## src/rtl/smram_pkg.sv

```systemverilog
// Package: field positions, codes and the register view shared by the
// SMRAM window control logic. Assumes the 8-bit layout below is fixed.
package smram_pkg;

    localparam int CFG_W = 8;

    // Segment code that selects the legacy graphics window
    localparam logic [2:0] SEG_LEGACY = 3'b010;

    // Value held after reset: legacy segment, all else off, unlocked
    localparam logic [CFG_W-1:0] CFG_RESET = 8'h02;

    // Register view, most significant bit first
    typedef struct packed {
        logic       rsvd;    // bit 7, reads 0
        logic       open;    // bit 6, reach SMRAM outside SMM
        logic       close;   // bit 5, SMM data goes to normal space
        logic       lock;    // bit 4, freeze until reset
        logic       gen;     // bit 3, global SMRAM enable
        logic [2:0] seg;     // bits 2:0, window segment select
    } smram_cfg_t;

endpackage

```

## src/rtl/smram_cfg_reg.sv

```systemverilog
// Configuration register with write cleanup and lock.
// Cleans each write (reserved bit, open/close conflict, open dropped on
// lock) and blocks every write while locked. Assumes synchronous
// active-low reset is the only way to clear the lock.
module smram_cfg_reg
    import smram_pkg::*;
#(
    parameter logic [CFG_W-1:0] RESET_VAL = CFG_RESET
) (
    input  logic             clk,
    input  logic             rst_n,
    input  logic             wr_en,
    input  logic [CFG_W-1:0] wr_data,
    output smram_cfg_t       cfg_o
);

    smram_cfg_t cfg_q;
    smram_cfg_t wr_clean;

    // Turn the raw write value into a legal register value
    always_comb begin
        wr_clean      = smram_cfg_t'(wr_data);
        wr_clean.rsvd = 1'b0;
        if (wr_clean.open && wr_clean.close) begin
            wr_clean.close = 1'b0;
        end
        if (wr_clean.lock) begin
            wr_clean.open = 1'b0;
        end
    end

    // Store the cleaned value unless the register is locked
    always_ff @(posedge clk) begin
        if (!rst_n) begin
            cfg_q <= smram_cfg_t'(RESET_VAL);
        end else if (wr_en && !cfg_q.lock) begin
            cfg_q <= wr_clean;
        end
    end

    assign cfg_o = cfg_q;

    // once locked, nothing changes until reset
    p_lock_freeze_r4: assert property (@(posedge clk) disable iff (!rst_n)
        cfg_q.lock |=> $stable(cfg_q));

    // a locked register never holds open
    p_locked_shut_r4: assert property (@(posedge clk) disable iff (!rst_n)
        cfg_q.lock |-> !cfg_q.open);

    // open and close are never stored together
    p_no_dual_r3: assert property (@(posedge clk) disable iff (!rst_n)
        !(cfg_q.open && cfg_q.close));

    // reserved bit always reads 0
    p_rsvd_zero_r2: assert property (@(posedge clk) disable iff (!rst_n)
        !cfg_q.rsvd);

    // an unlocked write lands on the next edge
    p_write_lands_r2: assert property (@(posedge clk) disable iff (!rst_n)
        (wr_en && !cfg_q.lock) |=>
            (cfg_q.gen == $past(wr_data[3]) && cfg_q.seg == $past(wr_data[2:0])
             && cfg_q.lock == $past(wr_data[4])));

endmodule

```

## src/rtl/smram_win_match.sv

```systemverilog
// Address window comparator.
// Flags addresses inside the inclusive range [WIN_BASE, WIN_LAST].
// Assumes WIN_BASE <= WIN_LAST. A zero base drops the lower compare.
module smram_win_match #(
    parameter int                ADDR_W   = 32,
    parameter logic [ADDR_W-1:0] WIN_BASE = 'h000A_0000,
    parameter logic [ADDR_W-1:0] WIN_LAST = 'h000B_FFFF
) (
    input  logic [ADDR_W-1:0] addr,
    output logic              hit
);

    logic above_base;

    // Lower bound, built only when the base is not zero
    generate
        if (WIN_BASE == '0) begin : g_no_low
            assign above_base = 1'b1;
        end else begin : g_low
            assign above_base = (addr >= WIN_BASE);
        end
    endgenerate

    // Combine both bounds
    always_comb begin
        hit = above_base && (addr <= WIN_LAST);
    end

endmodule

```

## src/rtl/smram_route_dec.sv

```systemverilog
// Routing decision for one access.
// Combines the register view, the window hit, SMM mode and access kind.
// Assumes the register never holds open and close together.
// Clock and reset feed only the assertions.
module smram_route_dec
    import smram_pkg::*;
(
    input  logic       clk,
    input  logic       rst_n,
    input  smram_cfg_t cfg,
    input  logic       win_hit,
    input  logic       in_smm,
    input  logic       is_fetch,
    output logic       to_smram
);

    logic seg_ok;
    logic armed;

    // Window active: globally enabled, legacy segment, address inside
    always_comb begin
        seg_ok = (cfg.seg == SEG_LEGACY);
        armed  = cfg.gen && seg_ok && win_hit;
    end

    // Choose SMRAM or normal space from mode and access kind
    always_comb begin
        if (!armed) begin
            to_smram = 1'b0;
        end else if (cfg.open) begin
            to_smram = 1'b1;
        end else if (in_smm) begin
            to_smram = !cfg.close || is_fetch;
        end else begin
            to_smram = 1'b0;
        end
    end

    // global enable off never reaches SMRAM
    p_gen_off_r5: assert property (@(posedge clk) disable iff (!rst_n)
        !cfg.gen |-> !to_smram);

    // outside the window never reaches SMRAM
    p_outside_r9: assert property (@(posedge clk) disable iff (!rst_n)
        !win_hit |-> !to_smram);

    // other segment codes never reach SMRAM
    p_seg_other_r10: assert property (@(posedge clk) disable iff (!rst_n)
        (cfg.seg != SEG_LEGACY) |-> !to_smram);

    // open window reachable from outside SMM
    p_open_reach_r6: assert property (@(posedge clk) disable iff (!rst_n)
        (cfg.open && cfg.gen && seg_ok && win_hit && !in_smm) |-> to_smram);

    // closed-open window unreachable outside SMM
    p_smm_only_r7: assert property (@(posedge clk) disable iff (!rst_n)
        (!cfg.open && !in_smm) |-> !to_smram);

    // close steers SMM data away, fetches stay
    p_close_data_r8: assert property (@(posedge clk) disable iff (!rst_n)
        (cfg.close && !cfg.open && !is_fetch) |-> !to_smram);

endmodule

```

## src/rtl/smram_window_ctl.sv

```systemverilog
// SMRAM window control, top level.
// Holds the window configuration register and routes each access to
// SMRAM or to normal space. Assumes one access is presented per cycle
// and the address is a byte address of ADDR_W bits.
module smram_window_ctl
    import smram_pkg::*;
#(
    parameter int                ADDR_W    = 32,
    parameter logic [ADDR_W-1:0] WIN_BASE  = 'h000A_0000,
    parameter logic [ADDR_W-1:0] WIN_LAST  = 'h000B_FFFF,
    parameter logic [7:0]        RESET_VAL = CFG_RESET
) (
    input  logic              clk,
    input  logic              rst_n,
    input  logic              cfg_we,
    input  logic [7:0]        cfg_wdata,
    output logic [7:0]        cfg_rdata,
    input  logic              cpu_in_smm,
    input  logic [ADDR_W-1:0] acc_addr,
    input  logic              acc_fetch,
    output logic              acc_to_smram
);

    smram_cfg_t cfg;
    logic       hit;

    // Register with lock and write cleanup
    smram_cfg_reg #(
        .RESET_VAL (RESET_VAL)
    ) u_reg (
        .clk     (clk),
        .rst_n   (rst_n),
        .wr_en   (cfg_we),
        .wr_data (cfg_wdata),
        .cfg_o   (cfg)
    );

    // Address window compare
    smram_win_match #(
        .ADDR_W   (ADDR_W),
        .WIN_BASE (WIN_BASE),
        .WIN_LAST (WIN_LAST)
    ) u_win (
        .addr (acc_addr),
        .hit  (hit)
    );

    // Route decision
    smram_route_dec u_dec (
        .clk      (clk),
        .rst_n    (rst_n),
        .cfg      (cfg),
        .win_hit  (hit),
        .in_smm   (cpu_in_smm),
        .is_fetch (acc_fetch),
        .to_smram (acc_to_smram)
    );

    // Expose the stored register
    assign cfg_rdata = 8'(cfg);

endmodule

```

## config.mk

```make
export PLATFORM = sky130hd
export DESIGN_NAME = smram_window_ctl
export DESIGN_NICKNAME = d
export VERILOG_FILES = /design/src/rtl/smram_pkg.sv /design/src/rtl/smram_cfg_reg.sv /design/src/rtl/smram_win_match.sv /design/src/rtl/smram_route_dec.sv /design/src/rtl/smram_window_ctl.sv
export SDC_FILE = /design/constraint.sdc
export NUM_CORES = 1
export LEC_CHECK = 0
export BUFFER_PORTS_ARGS = -buffer_cell sky130_fd_sc_hd__buf_2
export CORE_UTILIZATION = 24
export DETAILED_ROUTE_END_ITERATION = 12
export PLACE_DENSITY = 0.7
export SYNTH_ARGS = -nofsm -noshare
export SYNTH_HDL_FRONTEND = slang
export SYNTH_SLANG_ARGS = --single-unit
```

## constraint.sdc

```tcl
create_clock -name clk -period 1 [get_ports clk]
set_input_delay 0.15 -clock clk [delete_from_list [all_inputs] [get_ports clk]]
set_output_delay 0.15 -clock clk [all_outputs]
set_load 0.01 [all_outputs]
```

==> results.toml <==
[finish]
largest_reg_flops = 7
antennaDiodeCount = 0
area_growth_pct = 92.4
finalNonFillerCells = 98
utilization_pct = 50.6
final_cell_area_sq_um = 667
finalNetCount = 129
drive_gt1_share_pct = 61.4

[die]
ios = 54
num_rows = 13
die_w_um = 40
core_area_sq_um = 1320
die_h_um = 40
start_util_pct = 26.3
die_area_sq_um = 1600

[global_routing]
grt_pass1_vias = 383
grt_usage_pct = 15.1
grt_pass1_wl_um = 1540
grt_start_max_net_pins = 8
antenna_found_initial = 0
overflow = 0

[critical_path]
end_kind = "output pin"
cp.required_ns = 0.85
path_class = "reg2out"
cp.arrival_ns = 1.23
crit_path_start_kind = "register"
reg2reg_slack_ns = 0.07
worstPathMaxFanout = 2

[sta]
finClkSkew_ns = 0.00145
setup_ws_ns = -0.385
hold_ws_ns = 0.113
hold_violations = 0
setup_viol = 1
period_needed_ns = 1.38
fin_tns_setup_ns = -0.385
fmax_mhz = 722
rsz0062_at_grt = "true"
period_share_pct = 138
report.final.slew_viol_count = 0

[clock_network]
clk_latency_ns = 0.26
cts.sinks = 7
clockBufferDepth = 2
clk_transition_reported_paths_ns = 0.05
cts_setup_buffers = 0
tritoncts = "done"
htree_levels = 1
cts_root_buffer = "clkbuf_4"
cts_inserted_buffers = 3

[logic_synthesis]
synth_cell_types = 15
ys_seq_area_share_pct = 40.4
synth_top_area_share_pct = 40.4
yosysTopAreaCell = "dfxtp_1"
synth-warning-count = 0
netlist_area_sq_um = 347
syn_avg_cell_area_sq_um = 8.45
syn_inst = 41
synth.area.top_cells = "dfxtp_1 (40%), nand2_1 (13%), a21boi_1 (11%)"
synth_nets = 86
synth.ff_latch_count = 7

[place]
placed_area_sq_um = 583
place_ws_ns = -0.166
dp.cells = 94
io_buffers = 34
gp_congestion = 0.742

[routing]
drtIter0Drc = 9
routed_wl_um = 1050
ant_nets = 0
via_per_inst = 4.42
wire_per_inst_um = 10.7
drc_errors = 0
vias = 433
dr.pass1.iters = 3

[power_and_ir_drop]
powerDensity_nw_per_um2 = 1130
irDropWorstVdd_mv = 0.644
p_leak_nw = 0.324
finalPower_uw = 757

[job]
cap_violations = 0

[hold_path]
hold_class = "in2reg"

[run_status]
status = "finished, violations left"
violations = "negative setup slack"
## what timing repair did
item,in CTS,in global routing
pin swaps,0,1
resized for setup,1,11
hold buffers,0,0
endpoints found under the setup margin,1,5
## logic make-up after synthesis
kind of cell           synth area share (%)
AO/OA/AOI/OAI                          13.7
other                                  1.08
flip-flops                             40.4
AND/OR/NAND/NOR                        42.6
buffers and inverters                  2.17
## where the power goes
part | internal [mW] | switching, mW | total [mW]
combinational | 0.108 | 0.0734 | 0.182
sequential | 0.298 | 0.0123 | 0.311
clock | 0.153 | 0.111 | 0.264
total | 0.560 | 0.197 | 0.757
## worst paths after layout
check                                     from             end  cells after the start
worst min register to register  u_reg.cfg_o[6]  u_reg.cfg_o[6]                      2
worst max-delay path            u_reg.cfg_o[3]    acc_to_smram                      4
worst max register to register  u_reg.cfg_o[4]  u_reg.cfg_o[3]                      3
worst min-delay path              cfg_wdata[1]  u_reg.cfg_o[1]                      3
## cell usage after synthesis, drive strengths merged
| cell type | instances |
|---|---|
| nand2 | 12 |
| a21boi | 5 |
| nand3b | 3 |
| nor4 | 3 |
| dfxtp | 7 |
| conb | 1 |
| buf | 1 |
| nor4b | 2 |
| nand3 | 1 |
| and2b | 1 |
| nand2b | 2 |
| nor2b | 1 |
| a21oi | 2 |
## per-layer routing
layer  routed length (um)  track usage (%)
met2                  580             26.2
met3                   61             3.33
met1                  387             16.0
met4                   18             10.3
met5                    0                0
## cell usage in the layout (no fill, tap or decap), drive strengths merged
master	n
nand3b	3
and2b	1
dfxtp	7
nor4b	2
nand3	1
nand2	12
a21oi	2
a21boi	5
nand2b	2
buf	39
clkbuf	4
nor4	3
conb	1
nor2b	1
## cell type report
| class | count | area (sq um) |
|---|---|---|
| clock buffers | 4 | 26.3 |
| fillers | 139 | 651 |
| multi-input cells | 33 | 233 |
| flip-flops and latches | 7 | 146 |
| well taps | 15 | 18.8 |
| repair buffers | 39 | 243 |
## worst max-delay path: stages (launching register included)
cell and delay [ns]:
dfxtp_2 0.32, nor4b_4 0.17, nand2_1 0.11, nor4_4 0.21, buf_2 0.16
Note: power is estimated with default switching activity, not from simulation.
